[config.mk]
export PLATFORM = sky130hd
export DESIGN_NAME = ca_grid
export DESIGN_NICKNAME = d
export VERILOG_FILES = /design/src/rtl/ca_pkg.sv /design/src/rtl/ca_alu.sv /design/src/rtl/ca_cell.sv /design/src/rtl/ca_grid.sv
export SDC_FILE = /design/constraint.sdc
export NUM_CORES = 1
export LEC_CHECK = 0
export ABC_AREA = 1
export BUFFER_PORTS_ARGS = -buffer_cell sky130_fd_sc_hd__buf_2
export CORE_MARGIN = 4
export CORE_UTILIZATION = 46
export CTS_CLUSTER_DIAMETER = 50
export CTS_CLUSTER_SIZE = 40
export DETAILED_ROUTE_END_ITERATION = 7
export PLACE_DENSITY = 0.66
export RECOVER_POWER = 25
export SYNTH_ARGS = -nofsm -noshare
export SYNTH_HDL_FRONTEND = slang
export SYNTH_SLANG_ARGS = --single-unit
[constraint.sdc]
create_clock -name clk -period 2.1 [get_ports clk]
set_clock_uncertainty 0.2 [all_clocks]
set_input_delay 0.105 -clock clk [delete_from_list [all_inputs] [get_ports clk]]
set_output_delay 0.105 -clock clk [all_outputs]
set_load 0.05 [all_outputs]
[src/rtl/ca_pkg.sv]
package ca_pkg;
  localparam int OP_W = 13;

  typedef enum logic [1:0] {CM_KEEP, CM_MEM, CM_SHIFT, CM_CLR} cm_sel_e;
  typedef enum logic [1:0] {WB_SELF, WB_CM, WB_C, WB_SUM} wb_sel_e;
  typedef enum logic [2:0] {NS_KEEP, NS_MEM, NS_FROM_N, NS_FROM_S,
                            NS_EW, NS_C, NS_CLR, NS_HOLD} ns_sel_e;
  typedef enum logic [2:0] {EW_KEEP, EW_MEM, EW_FROM_E, EW_FROM_W,
                            EW_NS, EW_C, EW_CLR, EW_HOLD} ew_sel_e;
  typedef enum logic [2:0] {C_KEEP, C_MEM, C_NS, C_EW,
                            C_CY, C_BW, C_CLR, C_SET} c_sel_e;

  typedef struct packed {
    cm_sel_e cm;
    wb_sel_e wb;
    ns_sel_e ns;
    ew_sel_e ew;
    c_sel_e  c;
  } op_t;

  typedef struct packed {
    logic from_n;
    logic from_s;
    logic from_e;
    logic from_w;
    logic from_below;
  } nbr_t;
endpackage

[src/rtl/ca_alu.sv]
module ca_alu (
  input  logic a,
  input  logic b,
  input  logic cin,
  output logic sum,
  output logic cy,
  output logic bw
);
  assign sum = a ^ b ^ cin;
  assign cy  = (a & b) | (a & cin) | (b & cin);
  assign bw  = (~a & (b | cin)) | (b & cin);
endmodule

[src/rtl/ca_cell.sv]
module ca_cell
  import ca_pkg::*;
#(
  parameter int AW = 5
) (
  input  logic          clk,
  input  logic          rst_n,
  input  op_t           op,
  input  logic [AW-1:0] addr,
  input  logic          wr,
  input  nbr_t          nbr,
  output logic          ns_q,
  output logic          ew_q,
  output logic          cm_q
);
  localparam int DEPTH = 1 << AW;

  logic [DEPTH-1:0] mem_q;
  logic c_q;
  logic rd, sum, cy, bw;
  logic ns_d, ew_d, c_d, cm_d, wb_d;

  assign rd = mem_q[addr];

  ca_alu u_alu (
    .a   (ns_q),
    .b   (ew_q),
    .cin (c_q),
    .sum (sum),
    .cy  (cy),
    .bw  (bw)
  );

  always_comb begin
    case (op.ns)
      NS_MEM:    ns_d = rd;
      NS_FROM_N: ns_d = nbr.from_n;
      NS_FROM_S: ns_d = nbr.from_s;
      NS_EW:     ns_d = ew_q;
      NS_C:      ns_d = c_q;
      NS_CLR:    ns_d = 1'b0;
      default:   ns_d = ns_q;
    endcase
  end

  always_comb begin
    case (op.ew)
      EW_MEM:    ew_d = rd;
      EW_FROM_E: ew_d = nbr.from_e;
      EW_FROM_W: ew_d = nbr.from_w;
      EW_NS:     ew_d = ns_q;
      EW_C:      ew_d = c_q;
      EW_CLR:    ew_d = 1'b0;
      default:   ew_d = ew_q;
    endcase
  end

  always_comb begin
    case (op.c)
      C_MEM:   c_d = rd;
      C_NS:    c_d = ns_q;
      C_EW:    c_d = ew_q;
      C_CY:    c_d = cy;
      C_BW:    c_d = bw;
      C_CLR:   c_d = 1'b0;
      C_SET:   c_d = 1'b1;
      default: c_d = c_q;
    endcase
  end

  always_comb begin
    case (op.cm)
      CM_MEM:   cm_d = rd;
      CM_SHIFT: cm_d = nbr.from_below;
      CM_CLR:   cm_d = 1'b0;
      default:  cm_d = cm_q;
    endcase
  end

  always_comb begin
    case (op.wb)
      WB_CM:   wb_d = cm_q;
      WB_C:    wb_d = c_q;
      WB_SUM:  wb_d = sum;
      default: wb_d = rd;
    endcase
  end

  always_ff @(posedge clk or negedge rst_n) begin
    if (!rst_n) begin
      ns_q  <= 1'b0;
      ew_q  <= 1'b0;
      c_q   <= 1'b0;
      cm_q  <= 1'b0;
      mem_q <= '0;
    end else begin
      ns_q <= ns_d;
      ew_q <= ew_d;
      c_q  <= c_d;
      cm_q <= cm_d;
      if (wr) mem_q[addr] <= wb_d;
    end
  end


  c_set_chk: assert property (@(posedge clk) disable iff (!rst_n)
    (op.c == C_SET) |=> c_q);


  mem_hold_chk: assert property (@(posedge clk) disable iff (!rst_n)
    (!wr) |=> $stable(mem_q));


  cm_pass_chk: assert property (@(posedge clk) disable iff (!rst_n)
    (op.cm == CM_SHIFT) |=> (cm_q == $past(nbr.from_below)));


  ew_east_chk: assert property (@(posedge clk) disable iff (!rst_n)
    (op.ew == EW_FROM_E) |=> (ew_q == $past(nbr.from_e)));
endmodule

[src/rtl/ca_grid.sv]
module ca_grid
  import ca_pkg::*;
#(
  parameter int ROWS        = 4,
  parameter int COLS        = 4,
  parameter int AW          = 5,
  parameter bit CHAIN_VWRAP = 1'b1
) (
  input  logic            clk,
  input  logic            rst_n,
  input  logic [OP_W-1:0] op_i,
  input  logic [AW-1:0]   addr_i,
  input  logic            wr_i,
  input  logic            chain_i,
  input  logic [COLS-1:0] south_i,
  output logic [COLS-1:0] north_o
);
  localparam int LAST_R = ROWS - 1;
  localparam int LAST_C = COLS - 1;

  op_t  op;
  logic ns_a [ROWS][COLS];
  logic ew_a [ROWS][COLS];
  logic cm_a [ROWS][COLS];

  assign op = op_t'(op_i);

  for (genvar r = 0; r < ROWS; r++) begin : g_row
    for (genvar c = 0; c < COLS; c++) begin : g_col
      logic n_v, s_v, e_v, w_v, b_v;

      if (r == 0) begin : g_ntop
        assign n_v = (chain_i && !CHAIN_VWRAP) ? 1'b0 : ns_a[LAST_R][c];
      end else begin : g_nin
        assign n_v = ns_a[r-1][c];
      end

      if (r == LAST_R) begin : g_sbot
        assign s_v = (chain_i && !CHAIN_VWRAP) ? 1'b0 : ns_a[0][c];
        assign b_v = south_i[c];
      end else begin : g_sin
        assign s_v = ns_a[r+1][c];
        assign b_v = cm_a[r+1][c];
      end

      if (c < LAST_C) begin : g_ein
        assign e_v = ew_a[r][c+1];
      end else if (r < LAST_R) begin : g_eedge
        assign e_v = chain_i ? ew_a[r+1][0] : ew_a[r][0];
      end else begin : g_etail
        assign e_v = chain_i ? 1'b0 : ew_a[r][0];
      end

      if (c > 0) begin : g_win
        assign w_v = ew_a[r][c-1];
      end else if (r > 0) begin : g_wedge
        assign w_v = chain_i ? ew_a[r-1][LAST_C] : ew_a[r][LAST_C];
      end else begin : g_whead
        assign w_v = chain_i ? 1'b0 : ew_a[r][LAST_C];
      end

      ca_cell #(.AW(AW)) u_cell (
        .clk   (clk),
        .rst_n (rst_n),
        .op    (op),
        .addr  (addr_i),
        .wr    (wr_i),
        .nbr   ({n_v, s_v, e_v, w_v, b_v}),
        .ns_q  (ns_a[r][c]),
        .ew_q  (ew_a[r][c]),
        .cm_q  (cm_a[r][c])
      );
    end
  end

  for (genvar c = 0; c < COLS; c++) begin : g_out
    assign north_o[c] = cm_a[0][c];
  end


  north_hold_chk: assert property (@(posedge clk) disable iff (!rst_n)
    (op.cm == CM_KEEP) |=> $stable(north_o));


  chain_head_chk: assert property (@(posedge clk) disable iff (!rst_n)
    (chain_i && op.ew == EW_FROM_W) |=> !ew_a[0][0]);


  torus_wrap_chk: assert property (@(posedge clk) disable iff (!rst_n)
    (!chain_i && op.ew == EW_FROM_W) |=> (ew_a[0][0] == $past(ew_a[0][LAST_C])));


  vert_wrap_chk: assert property (@(posedge clk) disable iff (!rst_n)
    (op.ns == NS_FROM_N && (CHAIN_VWRAP || !chain_i))
      |=> (ns_a[0][0] == $past(ns_a[LAST_R][0])));
endmodule

==> results.rst <==
.. list-table::
   :header-rows: 1

   * - Metric
     - Value
   * - Wire length after detailed routing
     - about 100 mm
   * - Post-route cell area
     - ~37000 µm²
   * - Antenna cells
     - 0
   * - Wire length of the first global-routing pass
     - roughly 160 mm
   * - Starting utilization of the core area
     - between 40% and 50%
   * - Number of synthesized register bits
     - around 580
   * - Maximum number of pins on one net before global-route repair
     - 99
   * - Arrival time worst endpoint
     - approximately 2.4 ns
   * - Clock tree from TritonCTS
     - built
   * - Synth unique cells
     - 32
   * - # port buffers
     - 29
   * - Count of final max-slew check failures
     - 0
   * - Worst-path clk slew
     - 0.06 ns
   * - Final layout net count
     - ~4800
   * - Final Hold Vio Count
     - 0
   * - Maximum level of the CTS H-tree
     - 3
   * - Total nets after synthesis
     - 4594
   * - Total Power Consumption
     - 35280 µW
   * - Peak ir drop on the vdd network
     - slightly below 0.8 mV
   * - Clk sinks
     - 576
   * - Biggest area contributors in the synthesized netlist
     - sky130_fd_sc_hd__dfrtp_1 (46%), sky130_fd_sc_hd__nand2_1 (38%), sky130_fd_sc_hd__buf_6 (2.1%)
   * - Headroom to the max-slew limit
     - between 20% and 30%
   * - Standard cell core area
     - 67160 µm²
   * - Combined global-route utilization of all metal layers
     - 28.39%
   * - Total standard cell area after synthesis
     - roughly 31000 µm²
   * - Clock Root Buffer
     - sky130_fd_sc_hd__clkbuf_16
   * - Number of enable flip-flop cells after synthesis
     - 0
   * - Vias in the first global route
     - about 28000
   * - Max Cap Violations
     - 0
   * - Post-CTS setup buffers
     - 0
   * - Synthesis-to-layout area growth
     - 18.89%
   * - Warnings, synthesis
     - 0
   * - Initial drt markers
     - roughly 3200
   * - Share of final-layout standard cells stronger than drive strength 1
     - approximately an eighth
   * - Remaining number of nets flagged by the antenna check after routing
     - 0
   * - Worst setup path category
     - reg2reg
   * - Source-to-sink clock delay at the later pin of the worst-skew pair
     - roughly 0.64 ns
   * - Detailed-route via count
     - between 20000 and 30000
   * - Routability Congestion
     - approximately 0.94
   * - Final count of negative-setup-slack endpoints
     - 0
   * - Post-synth top area cell
     - sky130_fd_sc_hd__dfrtp_1
   * - Proportion of register bits with asynchronous set or reset after synthesis
     - 100.0%
   * - I/O Pins
     - 30
   * - Run status
     - finished clean
   * - Data required time at the worst endpoint
     - around 2.4 ns
   * - Cell row count
     - 95
   * - Via density
     - around 5.2
   * - Die Span Y
     - between 200 and 300 µm
   * - Longest Clk Path Bufs
     - 3
   * - Period Utilization, post-route
     - between 90% and 100%
   * - Shortest clock period the worst path allows after layout
     - approximately 2.1 ns
   * - Kind of start point of the critical path
     - flop
   * - Most repeated cell in the gate-level netlist after synthesis
     - sky130_fd_sc_hd__nand2_1
   * - Half-perimeter wire length of the detailed placement result
     - roughly 67 mm
   * - Crit-path max FO
     - 10
   * - Overall die area
     - 71850 µm²
   * - Sequential share of the synthesized area
     - 46.33%
   * - Initial DRT Pass Iterations
     - 7
   * - Total placed instance area
     - between 30000 and 40000 µm²
   * - Commonest cells in the synthesized netlist
     - sky130_fd_sc_hd__nand2_1 (3131), sky130_fd_sc_hd__dfrtp_1 (576), sky130_fd_sc_hd__buf_2 (99), sky130_fd_sc_hd__nor2_1 (87)
   * - Static Leak
     - ~0.021 µW
   * - Chip width
     - between 200 and 300 µm
   * - Endpoint type of the worst setup path
     - flop
   * - Mean area per synthesized cell
     - between 6 and 7 µm²
   * - Portion of synthesized cell area occupied by the leading cell type
     - a little under half
   * - Number of buffers added by the clock tree synthesis step
     - slightly below 80
   * - Number of standard cells after synthesis
     - 4552
   * - Min-Delay Path Class
     - in2reg
   * - Total global routing overflow
     - 0
   * - Main flop type after synthesis
     - sky130_fd_sc_hd__dfrtp_1
   * - Post-DR wirelength/cell
     - around 18 µm
   * - Highest clock frequency the design can meet
     - a little under 0.5 GHz
   * - Cell area power density
     - 953.9 nW/µm²
   * - Number of design rule violations left after detail routing
     - 0
   * - Antenna violations before repair
     - 1
   * - Transition time at the pin with the least slew margin
     - between 1 and 1.5 ns
==> what timing repair did <==
| action | in CTS | in global routing |
|---|---|---|
| pin swaps | 0 | 4 |
| endpoints found under the setup margin | 28 | 296 |
| hold buffers | 28 | 0 |
| endpoints found under the hold margin | 652 | 0 |
| resized for setup | 2 | 42 |
| cloned | 0 | 3 |
==> cells in the final DEF, fill, tap and decap left out, drive strengths merged <==
cell and instances:
a211oi 4, a21oi 38, a221oi 8, and3 1
buf 314, bufinv 9, clkbuf 110, clkinv 16
clkinvlp 6, dfrtp 576, dlygate4sd3 27, ha 16
inv 143, nand2 3164, nand3 85, nand4 3
nor2 119, nor3 28, o2111ai 3, o211ai 16
o21ai 54, o21bai 16, o22ai 46
==> metal layers <==
metal,vias to the layer above,global-route usage (%),routed length [µm]
li1,14247,-,-
met1,14049,39.85,44330
met2,1257,45.35,47140
met3,233,4.367,7814
met4,2,9.530,3826
met5,-,0,11
==> worst max-delay path: stages, from the launching register on <==
cell,delay [ns]
sky130_fd_sc_hd__dfrtp_1,0.40
sky130_fd_sc_hd__ha_1,0.34
sky130_fd_sc_hd__a21oi_2,0.19
sky130_fd_sc_hd__o21ai_0,0.12
sky130_fd_sc_hd__buf_4,0.15
sky130_fd_sc_hd__inv_2,0.10
sky130_fd_sc_hd__nand2_8,0.12
sky130_fd_sc_hd__clkbuf_16,0.20
sky130_fd_sc_hd__nand2_1,0.07
sky130_fd_sc_hd__nand2_1,0.06
==> report_power, final <==
part	internal (µW)	switching, µW	total [µW]	leakage [µW]
clock	8580	5670	14300	0.00135
sequential	12800	1080	13900	0.00777
combinational	2610	4490	7100	0.0117
==> final timing paths <==
path / from / to / slack [ns] / cells after the start
min reg2reg: g_row[3].g_col[0].u_cell.mem_q[30]$_DFFE_PN0P_ / g_row[3].g_col[0].u_cell.mem_q[30]$_DFFE_PN0P_ / 0.28 / 2
min: op_i[0] / g_row[1].g_col[0].u_cell.c_q$_DFFE_PN0P_ / 0.06 / 9
min in group asynchronous: rst_n / g_row[2].g_col[0].u_cell.mem_q[0]$_DFFE_PN0P_ / 0.47 / 4
max reg2reg: g_row[3].g_col[3].u_cell.ns_q$_DFFE_PN0P_ / g_row[3].g_col[3].u_cell.mem_q[6]$_DFFE_PN0P_ / 0.03 / 9
max: g_row[3].g_col[3].u_cell.ns_q$_DFFE_PN0P_ / g_row[3].g_col[3].u_cell.mem_q[6]$_DFFE_PN0P_ / 0.03 / 9
max in group asynchronous: rst_n / g_row[0].g_col[2].u_cell.mem_q[6]$_DFFE_PN0P_ / 0.20 / 5
==> layout make-up <==
class	instances	area, µm²
fillers	6386	30170
multi-input cells	3601	14720
flip-flops and latches	576	14410
repair buffers	360	3485
clock buffers	91	2135
well taps	873	1092
clock inverters	49	653.1
inverters	125	489.2
==> flip-flops by register name, summed over array words and instances (netlist names) <==
name,flops
g_row.g_col.u_cell.mem_q,512
g_row.g_col.u_cell.c_q,16
g_row.g_col.u_cell.cm_q,16
g_row.g_col.u_cell.ew_q,16
g_row.g_col.u_cell.ns_q,16
==> stage by stage <==
step	hold slack [ns]	worst slack (ns)	util [%]	setup TNS [ns]	instances
2_1_floorplan	-0.3906	0.3448	-	0	4552
3_3_place_gp	-0.1875	-0.2753	50.42	-60.22	5504
3_5_place_dp	-0.1882	-0.2882	50.42	-62.81	5504
4_1_cts	0.03627	0.007022	55.01	0	5672
5_1_grt	0.07356	-0.01165	55.08	-0.04249	5675
6_report	0.06007	0.02526	55.08	0	5675
==> cells by family after synthesis <==
group                      Yosys count  share of synthesized area, %
and+or+nand+nor                   3400                         42.64
DFF                                576                         46.33
buffers and inverters              375                         6.797
AOI/OAI and AO/OA                  185                         3.584
adders and majority gates           16                        0.6435
Note: power is estimated with default switching activity, not from simulation.
